## src/rtl/fc_pkg.sv

```systemverilog
package fc_pkg;
  localparam int PT_W = 16;
  localparam logic [PT_W-1:0] PT_ZERO = '0;
  localparam logic [PT_W-1:0] PT_MAX  = '1;

  // register bit positions (software-visible layout)
  localparam int B_CMD_ZERO = 7;
  localparam int B_CMD_MAX  = 6;
  localparam int B_THR_EN   = 5;
  localparam int B_BP_ANY   = 4;
  localparam int B_BP_DA    = 3;
  localparam int B_RXP_STKY = 2;
  localparam int B_RXP_LIVE = 1;
  localparam int B_FC_EN    = 0;

  typedef enum logic [1:0] {SRC_NONE, SRC_ZERO, SRC_MAX, SRC_THR} src_t;

  function automatic logic fc_over(input logic [31:0] lvl, input logic [31:0] mark);
    return lvl > mark;
  endfunction

  function automatic logic fc_under(input logic [31:0] lvl, input logic [31:0] mark);
    return lvl < mark;
  endfunction

  function automatic logic fc_jam(input logic hdx, input logic pkt, input logic over,
                                  input logic any_m, input logic da_m, input logic hit);
    return hdx && pkt && over && (any_m || (da_m && hit));
  endfunction
endpackage

```

## src/rtl/fc_regs.sv

```systemverilog
module fc_regs
  import fc_pkg::*;
(
  input  logic       clk,
  input  logic       rst_n,
  input  logic       wr,
  input  logic [7:0] wdata,
  input  logic       rd,
  output logic [7:0] rdata,
  input  logic       pause_rx,
  input  logic       pause_done,
  input  logic       ack_zero,
  input  logic       ack_max,
  output logic       cmd_zero,
  output logic       cmd_max,
  output logic       thr_en,
  output logic       bp_any,
  output logic       bp_da,
  output logic       fc_en,
  output logic       rxp_live
);
  logic rxp_stky;

  always_ff @(posedge clk) begin
    if (!rst_n) begin
      cmd_zero <= 1'b0;
      cmd_max  <= 1'b0;
      thr_en   <= 1'b0;
      bp_any   <= 1'b0;
      bp_da    <= 1'b0;
      fc_en    <= 1'b0;
      rxp_stky <= 1'b0;
      rxp_live <= 1'b0;
    end else begin
      cmd_zero <= (cmd_zero && !ack_zero) || (wr && wdata[B_CMD_ZERO]);
      cmd_max  <= (cmd_max && !ack_max) || (wr && wdata[B_CMD_MAX]);
      if (wr) begin
        thr_en <= wdata[B_THR_EN];
        bp_any <= wdata[B_BP_ANY];
        bp_da  <= wdata[B_BP_DA];
        fc_en  <= wdata[B_FC_EN];
      end
      rxp_stky <= pause_rx || (rxp_stky && !rd);
      rxp_live <= pause_rx || (rxp_live && !pause_done);
    end
  end

  always_comb begin
    rdata = '0;
    rdata[B_CMD_ZERO] = cmd_zero;
    rdata[B_CMD_MAX]  = cmd_max;
    rdata[B_THR_EN]   = thr_en;
    rdata[B_BP_ANY]   = bp_any;
    rdata[B_BP_DA]    = bp_da;
    rdata[B_RXP_STKY] = rxp_stky;
    rdata[B_RXP_LIVE] = rxp_live;
    rdata[B_FC_EN]    = fc_en;
  end

  assert_read_clears_R11: assert property (@(posedge clk) disable iff (!rst_n)
    (rd && !pause_rx) |=> !rxp_stky);
  assert_rx_sets_R11: assert property (@(posedge clk) disable iff (!rst_n)
    pause_rx |=> rxp_stky && rxp_live);
  assert_live_rise_R12: assert property (@(posedge clk) disable iff (!rst_n)
    $rose(rxp_live) |-> $past(pause_rx));
endmodule

```

## src/rtl/fc_thresh.sv

```systemverilog
module fc_thresh
  import fc_pkg::*;
#(
  parameter int FILL_W = 8
) (
  input  logic              clk,
  input  logic              rst_n,
  input  logic              enable,
  input  logic [FILL_W-1:0] fill,
  input  logic [FILL_W-1:0] hi_mark,
  input  logic [FILL_W-1:0] lo_mark,
  input  logic              taken,
  output logic              pend,
  output logic              pend_max
);
  logic above;
  logic cross_up, cross_dn;

  assign cross_up = enable && !above && fc_over(32'(fill), 32'(hi_mark));
  assign cross_dn = enable && above && fc_under(32'(fill), 32'(lo_mark));

  always_ff @(posedge clk) begin
    if (!rst_n || !enable) begin
      above    <= 1'b0;
      pend     <= 1'b0;
      pend_max <= 1'b0;
    end else begin
      if (cross_up) above <= 1'b1;
      else if (cross_dn) above <= 1'b0;
      if (cross_up || cross_dn) begin
        pend     <= 1'b1;
        pend_max <= cross_up;
      end else if (taken) begin
        pend <= 1'b0;
      end
    end
  end

  assert_up_cause_R6: assert property (@(posedge clk) disable iff (!rst_n)
    $rose(above) |-> $past(enable && fill > hi_mark));
  assert_no_pend_off_R7: assert property (@(posedge clk) disable iff (!rst_n)
    !enable |=> !pend);
endmodule

```

## src/rtl/fc_pause_arb.sv

```systemverilog
module fc_pause_arb
  import fc_pkg::*;
(
  input  logic            clk,
  input  logic            rst_n,
  input  logic            cmd_zero,
  input  logic            cmd_max,
  input  logic            thr_pend,
  input  logic            thr_max,
  input  logic            sent,
  output logic            req,
  output logic [PT_W-1:0] ptime,
  output logic            ack_zero,
  output logic            ack_max,
  output logic            thr_taken
);
  src_t src;
  logic grant;

  assign grant     = !req && (cmd_zero || cmd_max || thr_pend);
  assign thr_taken = grant && !cmd_zero && !cmd_max;
  assign ack_zero  = req && sent && (src == SRC_ZERO);
  assign ack_max   = req && sent && (src == SRC_MAX);

  always_ff @(posedge clk) begin
    if (!rst_n) begin
      req   <= 1'b0;
      ptime <= PT_ZERO;
      src   <= SRC_NONE;
    end else if (grant) begin
      req <= 1'b1;
      if (cmd_zero) begin
        ptime <= PT_ZERO;
        src   <= SRC_ZERO;
      end else if (cmd_max) begin
        ptime <= PT_MAX;
        src   <= SRC_MAX;
      end else begin
        ptime <= thr_max ? PT_MAX : PT_ZERO;
        src   <= SRC_THR;
      end
    end else if (req && sent) begin
      req <= 1'b0;
      src <= SRC_NONE;
    end
  end

  assert_hold_R5: assert property (@(posedge clk) disable iff (!rst_n)
    (req && !sent) |=> req && $stable(ptime));
  assert_zero_first_R5: assert property (@(posedge clk) disable iff (!rst_n)
    (grant && cmd_zero) |=> ptime == PT_ZERO);
  assert_one_ack_R3: assert property (@(posedge clk) disable iff (!rst_n)
    $onehot0({ack_zero, ack_max, thr_taken}));
endmodule

```

## src/rtl/fc_backpressure.sv

```systemverilog
module fc_backpressure
  import fc_pkg::*;
#(
  parameter int FILL_W = 8
) (
  input  logic              full_duplex,
  input  logic              pkt_start,
  input  logic              da_match,
  input  logic              bp_any,
  input  logic              bp_da,
  input  logic [FILL_W-1:0] fill,
  input  logic [FILL_W-1:0] bp_mark,
  output logic              jam
);
  logic over;
  assign over = fc_over(32'(fill), 32'(bp_mark));
  assign jam  = fc_jam(!full_duplex, pkt_start, over, bp_any, bp_da, da_match);

  always_comb begin
    assert_fdx_quiet_R10: assert (!(full_duplex && jam));
  end
endmodule

```

## src/rtl/eth_flow_ctl.sv

```systemverilog
module eth_flow_ctl
  import fc_pkg::*;
#(
  parameter int FILL_W = 8
) (
  input  logic              clk,
  input  logic              rst_n,
  input  logic              reg_wr,
  input  logic [7:0]        reg_wdata,
  input  logic              reg_rd,
  output logic [7:0]        reg_rdata,
  input  logic [FILL_W-1:0] rx_fill,
  input  logic [FILL_W-1:0] hi_mark,
  input  logic [FILL_W-1:0] lo_mark,
  input  logic [FILL_W-1:0] bp_mark,
  input  logic              full_duplex,
  input  logic              pkt_start,
  input  logic              da_match,
  input  logic              pause_rx,
  input  logic              pause_done,
  input  logic              pause_sent,
  output logic              pause_req,
  output logic [15:0]       pause_time,
  output logic              jam_req,
  output logic              tx_stop
);
  logic cmd_zero, cmd_max, thr_en, bp_any, bp_da, fc_en, rxp_live;
  logic ack_zero, ack_max, thr_taken, thr_pend, thr_max;
  logic [PT_W-1:0] ptime;

  fc_regs u_regs (
    .clk(clk), .rst_n(rst_n), .wr(reg_wr), .wdata(reg_wdata), .rd(reg_rd),
    .rdata(reg_rdata), .pause_rx(pause_rx), .pause_done(pause_done),
    .ack_zero(ack_zero), .ack_max(ack_max), .cmd_zero(cmd_zero),
    .cmd_max(cmd_max), .thr_en(thr_en), .bp_any(bp_any), .bp_da(bp_da),
    .fc_en(fc_en), .rxp_live(rxp_live)
  );

  fc_thresh #(.FILL_W(FILL_W)) u_thresh (
    .clk(clk), .rst_n(rst_n), .enable(thr_en), .fill(rx_fill),
    .hi_mark(hi_mark), .lo_mark(lo_mark), .taken(thr_taken),
    .pend(thr_pend), .pend_max(thr_max)
  );

  fc_pause_arb u_arb (
    .clk(clk), .rst_n(rst_n), .cmd_zero(cmd_zero), .cmd_max(cmd_max),
    .thr_pend(thr_pend), .thr_max(thr_max), .sent(pause_sent),
    .req(pause_req), .ptime(ptime), .ack_zero(ack_zero), .ack_max(ack_max),
    .thr_taken(thr_taken)
  );

  fc_backpressure #(.FILL_W(FILL_W)) u_bp (
    .full_duplex(full_duplex), .pkt_start(pkt_start), .da_match(da_match),
    .bp_any(bp_any), .bp_da(bp_da), .fill(rx_fill), .bp_mark(bp_mark),
    .jam(jam_req)
  );

  assign pause_time = 16'(ptime);
  assign tx_stop    = fc_en && rxp_live;

  assert_stop_needs_pause_R12: assert property (@(posedge clk) disable iff (!rst_n)
    tx_stop |-> reg_rdata[B_RXP_LIVE] && reg_rdata[B_FC_EN]);
  assert_cmd_clear_R3: assert property (@(posedge clk) disable iff (!rst_n)
    (pause_req && pause_sent && pause_time == 16'h0000 && cmd_zero && !(reg_wr && reg_wdata[7]))
      |=> !reg_rdata[B_CMD_ZERO]);
endmodule

```

## config.mk

```make
export PLATFORM = sky130hd
export DESIGN_NAME = eth_flow_ctl
export DESIGN_NICKNAME = d
export VERILOG_FILES = /design/src/rtl/fc_pkg.sv /design/src/rtl/fc_regs.sv /design/src/rtl/fc_thresh.sv /design/src/rtl/fc_pause_arb.sv /design/src/rtl/fc_backpressure.sv /design/src/rtl/eth_flow_ctl.sv
export SDC_FILE = /design/constraint.sdc
export NUM_CORES = 1
export LEC_CHECK = 0
export ABC_AREA = 1
export ABC_CLOCK_PERIOD_IN_PS = 1200
export BUFFER_PORTS_ARGS = -buffer_cell sky130_fd_sc_hd__buf_2
export CAP_MARGIN = 25
export CORE_AREA = 2 2 84 46
export DETAILED_ROUTE_END_ITERATION = 10
export DIE_AREA = 0 0 86 48
export GPL_ROUTABILITY_DRIVEN = 0
export GPL_TIMING_DRIVEN = 0
export PLACE_DENSITY = 0.87
export SLEW_MARGIN = 20
export SYNTH_ARGS = -nofsm -noshare
export SYNTH_HDL_FRONTEND = slang
export SYNTH_HIERARCHICAL = 1
export SYNTH_SLANG_ARGS = --single-unit
```

## constraint.sdc

```tcl
create_clock -name clk -period 1.2 [get_ports clk]
set_input_delay 0.18 -clock clk [delete_from_list [all_inputs] [get_ports clk]]
set_output_delay 0.18 -clock clk [all_outputs]
set_load 0.02 [all_outputs]
```

==> results of run 1 <==
-- area by class of cell --
cell class	count	area, um2
Buffer	23	173
Inverter	53	213
Sequential cell	14	287
Timing Repair Buffer	78	495
Fill cell	292	1120
Tap cell	42	52.6
Multi-Input combinational cell	132	925
Clock buffer	4	55.1
-- per-stage QoR --
stage | cell area [um2] | TNS, ns | instances | worst slack (ns) | power (mW)
6_report | 2200 | -0.0767 | 346 | -0.0767 | 1.67
5_1_grt | 2200 | -0.131 | 346 | -0.131 | 1.78
4_1_cts | 2160 | -0.0489 | 346 | -0.0489 | 1.64
3_5_place_dp | 1870 | -0.322 | 338 | -0.164 | 1.08
3_3_place_gp | 1870 | -0.272 | 338 | -0.137 | 1.06
2_1_floorplan | 1440 | 0 | 222 | 0.0425 | 0.894
-- metal layers --
layer  track usage  up-vias  share of wire
met5             0        -              0
met4        0.0508        0         0.0072
met3        0.0414        4          0.059
met2         0.352       46           0.49
met1         0.247      682           0.45
li1              -      818              -
-- cell usage in the layout (no fill, tap or decap), drive strengths merged --
| master | n |
|---|---|
| clkbuf | 4 |
| bufinv | 1 |
| o211ai | 1 |
| nor3 | 1 |
| buf | 101 |
| inv | 51 |
| o21a | 1 |
| nand4 | 1 |
| o21ai | 4 |
| dfxtp | 14 |
| a21oi | 17 |
| ha | 23 |
| nand3 | 7 |
| clkinv | 1 |
| a21o | 1 |
| and3 | 1 |
| nor2 | 21 |
| nand2 | 54 |
-- final timing paths --
kind | from | to
setup / recovery | bp_mark[7] | jam_req
hold / removal | reg_wdata[0] | u_regs/fc_en
setup reg to reg | u_arb/req | u_regs/cmd_zero
hold reg to reg | u_regs/rxp_stky | u_regs/rxp_stky
-- report_power, final --
part	switching (mW)	internal, mW	leakage (nW)
clock network	0.171	0.291	0.0288
logic	0.338	0.339	1.16
registers	0.0329	0.497	0.117
-- worst max-delay path, cell delays in order --
cell and delay [ns]:
buf_6 0.09, inv_2 0.06, ha_4 0.21, a21o_1 0.18, nor2_2 0.15, a21oi_2 0.07
buf_4 0.15
-- cell families (layout without fill, tap and decap cells) --
family | after synthesis | count (layout) | share of synthesized area
simple gates | 85 | 85 | 0.245
buf+inv | 76 | 158 | 0.267
compound gates | 24 | 24 | 0.0937
fa+ha+maj | 23 | 23 | 0.199
flops | 14 | 14 | 0.194
-- what timing repair did --
| action | CTS | global route |
|---|---|---|
| buffers inserted | 4 | 0 |
| resized for setup | 49 | 7 |
| hold buffers | 0 | 0 |
| pin swaps | 17 | 7 |
| setup endpoints to repair | 17 | 3 |
==> metrics.cfg, run 1 <==
[route]
drc_errors=0
drt-total-wl_um=4030
wl_per_cell_um=11.6
drtIter0Drc=62
ant_nets=0
vias_per_cell=4.48
vias=1550
firstDrtPassIters=4

[global_route]
grt_overflow=0
first_global_vias=1379
grt_pass1_wl_um=6090
antenna_found_initial=0
grt_use_total=0.195
grt_max_degree=18

[timing]
hold_ws_ns=0.157
fin_ws_ns=-0.0767
slew_headroom=0.862
hold_viol_final=0
maxSlewViolCount=0
fmax_mhz=783
tightest_slew_ns=0.205
setup_viol=1
rsz0062_at_grt=true
worst_clock_skew_ns=0.00251
fin_crit_sh=1.06
period_needed_ns=1.28

[logic_synthesis]
seq_area_frac_synth=0.194
ys.flop_type=dfxtp_1
yosys-top-cells-count=inv_1 (50), nand2_1 (50), buf_4 (23), ha_1 (23), nor2_1 (19)
ys_warn_count=6
synth_edf_count=0
yosys.area.top_type_share=0.199
synth_largest_area_cell=ha_1
async_reset_ff_frac=0
postSynthNetCount=295
syn_area_per_cell_um2=6.50
ys_types=22
synth_area_um2=1440
synth_area_leaders=ha_1 (20%), dfxtp_1 (19%), inv_1 (13%)
syn_inst=222
synth_seq_cells=14

[run_status]
outcome=finished, violations left
violations=setup timing

[cts]
cts_tree=yes
cts_root_buf=clkbuf_8
clk_latency_ns=0.25
clk_pin_slew_ns=0.06
cts.sinks=14
htree_levels=1
clockBufferDepth=2
cts_inserted_buffers=3

[finish]
top_register=u_arb/src
syn_to_final_growth_pct=52.5
utilization=0.662
largest_register_ffs=2
layout-drive-gt1-share=0.467
fin_nets=378
antenna-diode-count=0

[place]
dp_hpwl_um=2900
io_buffers=74

[setup_path]
criticalPathCategory=in2out
end_kind=output port
crit_arrival_ns=1.10
r2r_slack_ns=0.16
worstPathRequired_ns=1.02
setup.worst_path.start_class=input pin
cp_max_fo=2
reg2regPathDepth=5

[min_path]
whs_path_depth=3
hp-class=in2reg

[floorplan]
die_h_um=48
die_x_um=86
rows=15
dieArea_um2=4130
core_um2=3320
initial_utilization=0.434
io_pins=77

[power]
power.density_nw_per_um2=759
vdd_ir_drop_max_v=0.000500
p_leak_nw=1.31

[run]
max-cap-violations=0

(Power assumes the default switching activity.)
==> run 2: changes to the inputs <==
--- a/config.mk
+++ b/config.mk
@@ -9,12 +9,12 @@
 export ABC_CLOCK_PERIOD_IN_PS = 1200
 export BUFFER_PORTS_ARGS = -buffer_cell sky130_fd_sc_hd__buf_2
 export CAP_MARGIN = 25
-export CORE_AREA = 2 2 84 46
+export CORE_AREA = 2 2 94 51
 export DETAILED_ROUTE_END_ITERATION = 10
-export DIE_AREA = 0 0 86 48
+export DIE_AREA = 0 0 96 53
 export GPL_ROUTABILITY_DRIVEN = 0
 export GPL_TIMING_DRIVEN = 0
-export PLACE_DENSITY = 0.87
+export PLACE_DENSITY = 0.74
 export SLEW_MARGIN = 20
 export SYNTH_ARGS = -nofsm -noshare
 export SYNTH_HDL_FRONTEND = slang
==> run 2 against run 1 <==
  * The flow still finishes with violations (setup timing)
  * Setup slack improved by 0.0045 ns
  * Sequential share of layout area increased by 0.30 points
  * Combinational power decreased by 3.1%
  * Via count decreased by 1.0%
  * Cell count increased by 3.2%
  * Global-route usage decreased by 3.2 points
  * Maximum frequency increased by 0.36%
  * Sequential power about the same
  * Count of clock-buffer cells in the layout decreased by 1
  * First-iteration DRC count decreased by 26%
  * Cell area decreased by 2.3%
  * Worst hold slack improved by 0.0049 ns
  * Critical path type unchanged
  * Largest cell class unchanged
==> metrics.cfg, run 2 (synthesis results as in run 1) <==
[timing]
rsz0062_at_grt=true
fin_ws_ns=-0.0722  ; +0.00454 ns
maxSlewViolCount=0  ; unchanged
tightest_slew_ns=0.206  ; +0.000993 ns
fin_crit_sh=1.06  ; -0.00378
setup_viol=1  ; unchanged
fmax_mhz=786  ; +0.36%
period_needed_ns=1.27  ; -0.00454 ns
worst_clock_skew_ns=0.00317  ; +0.000661 ns
slew_headroom=0.862  ; about the same
hold_viol_final=0  ; unchanged

[setup_path]
crit_arrival_ns=1.09  ; about the same
end_kind=output port
criticalPathCategory=in2out
cp_max_fo=3  ; +1
max_stage_delay_ns=0.28  ; +0.07 ns
critical-path-slowest-cell=ha_4
worstPathCellList=buf_4, ha_4, nand2_4, a21oi_2, nor2_2, a21oi_2, buf_4
worstPathRequired_ns=1.02  ; about the same
setup.worst_path.start_class=input pin

[global_route]
grt_pass1_wl_um=6230  ; +2.3%
grt_use_total=0.163  ; -0.0318
grt_overflow=0  ; unchanged
first_global_vias=1395  ; +1.2%
antenna_found_initial=0  ; unchanged
grt_max_degree=18  ; unchanged

[floorplan]
die_h_um=53  ; +10%
io_pins=77  ; unchanged
core_um2=4230  ; +27%
rows=17  ; +2
initial_utilization=0.341  ; -0.0935
dieArea_um2=5090  ; +23%
die_x_um=96  ; +12%

[route]
wl_per_cell_um=10.8  ; -7.5%
ant_nets=0  ; unchanged
vias_per_cell=4.30  ; -4.1%
vias=1534  ; -1.0%
firstDrtPassIters=4  ; unchanged
drt-total-wl_um=3850  ; -4.5%
drtIter0Drc=46  ; -26%
drc_errors=0  ; unchanged

[power]
power_switching_share=0.337  ; +0.0125
p_int_mw=1.04  ; -7.5%
pwr-share-seq=0.337  ; +0.019
p_leak_nw=1.28  ; -2.3%
pwr-share-clk=0.246  ; -0.031
switchingPower_uw=530  ; -2.2%
power.density_nw_per_um2=732  ; -3.6%
finalPower_mw=1.57  ; -5.8%
pwr-share-comb=0.417  ; +0.011
vdd_ir_drop_max_v=0.000351  ; -30%

[finish]
layout_common_cells=buf_2 (62), nand2_1 (45), inv_1 (41)
antenna-diode-count=0  ; unchanged
syn_to_final_growth_pct=49.0
utilization=0.508  ; -0.154
top_register=u_arb/src
largest_register_ffs=2  ; unchanged
stdcell_area_um2=2150  ; -2.3%
mostFrequentLayoutCell=buf_2
fin_nets=375  ; -0.79%
layout-drive-gt1-share=0.463  ; -0.00377
nFillCells=411  ; +41%

[cts]
cts.sinks=14  ; unchanged
clockBufferDepth=2  ; unchanged
clk_latency_ns=0.25  ; about the same
holdBufCountCts=0  ; unchanged
htree_levels=1  ; unchanged
cts_tree=yes
clk_pin_slew_ns=0.05  ; about the same
cts_inserted_buffers=3  ; unchanged
cts_root_buf=clkbuf_8

[place]
io_buffers=74  ; unchanged
placed_area_um2=1880  ; +1.0%
dp_hpwl_um=3050  ; +5.2%
place_worst_setup_slack_ns=-0.160  ; +0.00368 ns

[min_path]
hp-class=in2reg

[run]
max-cap-violations=0  ; unchanged

[run_status]
violations=setup timing
outcome=finished, violations left

## run 2: layout make-up
| cell class | count | area (um2) | area share |
|---|---|---|---|
| Inverter | 53 | 215 | 0.100 |
| Tap cell | 57 | 71.3 | 0.0332 |
| Buffer | 23 | 173 | 0.0803 |
| Timing Repair Buffer | 75 | 449 | 0.209 |
| Clock buffer | 3 | 41.3 | 0.0192 |
| Sequential cell | 14 | 287 | 0.133 |
| Multi-Input combinational cell | 132 | 913 | 0.425 |
## run 2: what timing repair did
| action | 4_1_cts | 5_1_grt |
|---|---|---|
| endpoints found under the setup margin | 17 | 1 |
| pin swaps | 18 | 6 |
| buffers inserted | 1 | 0 |
| resized for setup | 47 | 6 |
## run 2: per-stage QoR
| step | std cells | setup TNS, ns | hold WS [ns] |
|---|---|---|---|
| floorplan | 222 | 0 | 0.315 |
| global placement | 353 | -0.303 | 0.403 |
| detailed placement | 353 | -0.366 | 0.411 |
| CTS | 357 | -0.0491 | 0.154 |
| global route | 357 | -0.133 | 0.150 |
| finish | 357 | -0.0722 | 0.162 |
## run 2: worst paths after layout
kind,end,slack (ns),start,cells past startpoint
setup reg to reg,u_thresh/pend_max,0.17,u_thresh/pend_max,7
hold reg to reg,u_regs/rxp_stky,0.47,u_regs/rxp_stky,2
hold / removal,u_regs/bp_da,0.16,reg_wdata[3],3
setup / recovery,jam_req,-0.07,rx_fill[7],7
## run 2: metal layers
metal / track usage / part of all wire / vias up
li1: - / - / 808
met1: 0.220 / 0.48 / 671
met2: 0.262 / 0.45 / 45
met3: 0.0399 / 0.054 / 10
met4: 0.0429 / 0.017 / 0
met5: 0 / 0 / -
## run 2: critical path, delay by kind of cell
kind | cells | cell delay, ns
buffers and inverters | 2 | 0.28
adders and majority gates | 1 | 0.28
AOI/OAI and AO/OA | 2 | 0.23
and+or+nand+nor | 2 | 0.12
## run 2: power by group through the flow
| stage | Sequential, mW | Clock (mW) | Combinational, mW |
|---|---|---|---|
| 5_1_grt | 0.535 | 0.430 | 0.730 |
| 2_1_floorplan | 0.538 | 0 | 0.356 |
| 3_5_place_dp | 0.539 | 0 | 0.548 |
| 4_1_cts | 0.529 | 0.403 | 0.638 |
| 6_report | 0.530 | 0.387 | 0.656 |
| 3_3_place_gp | 0.538 | 0 | 0.531 |
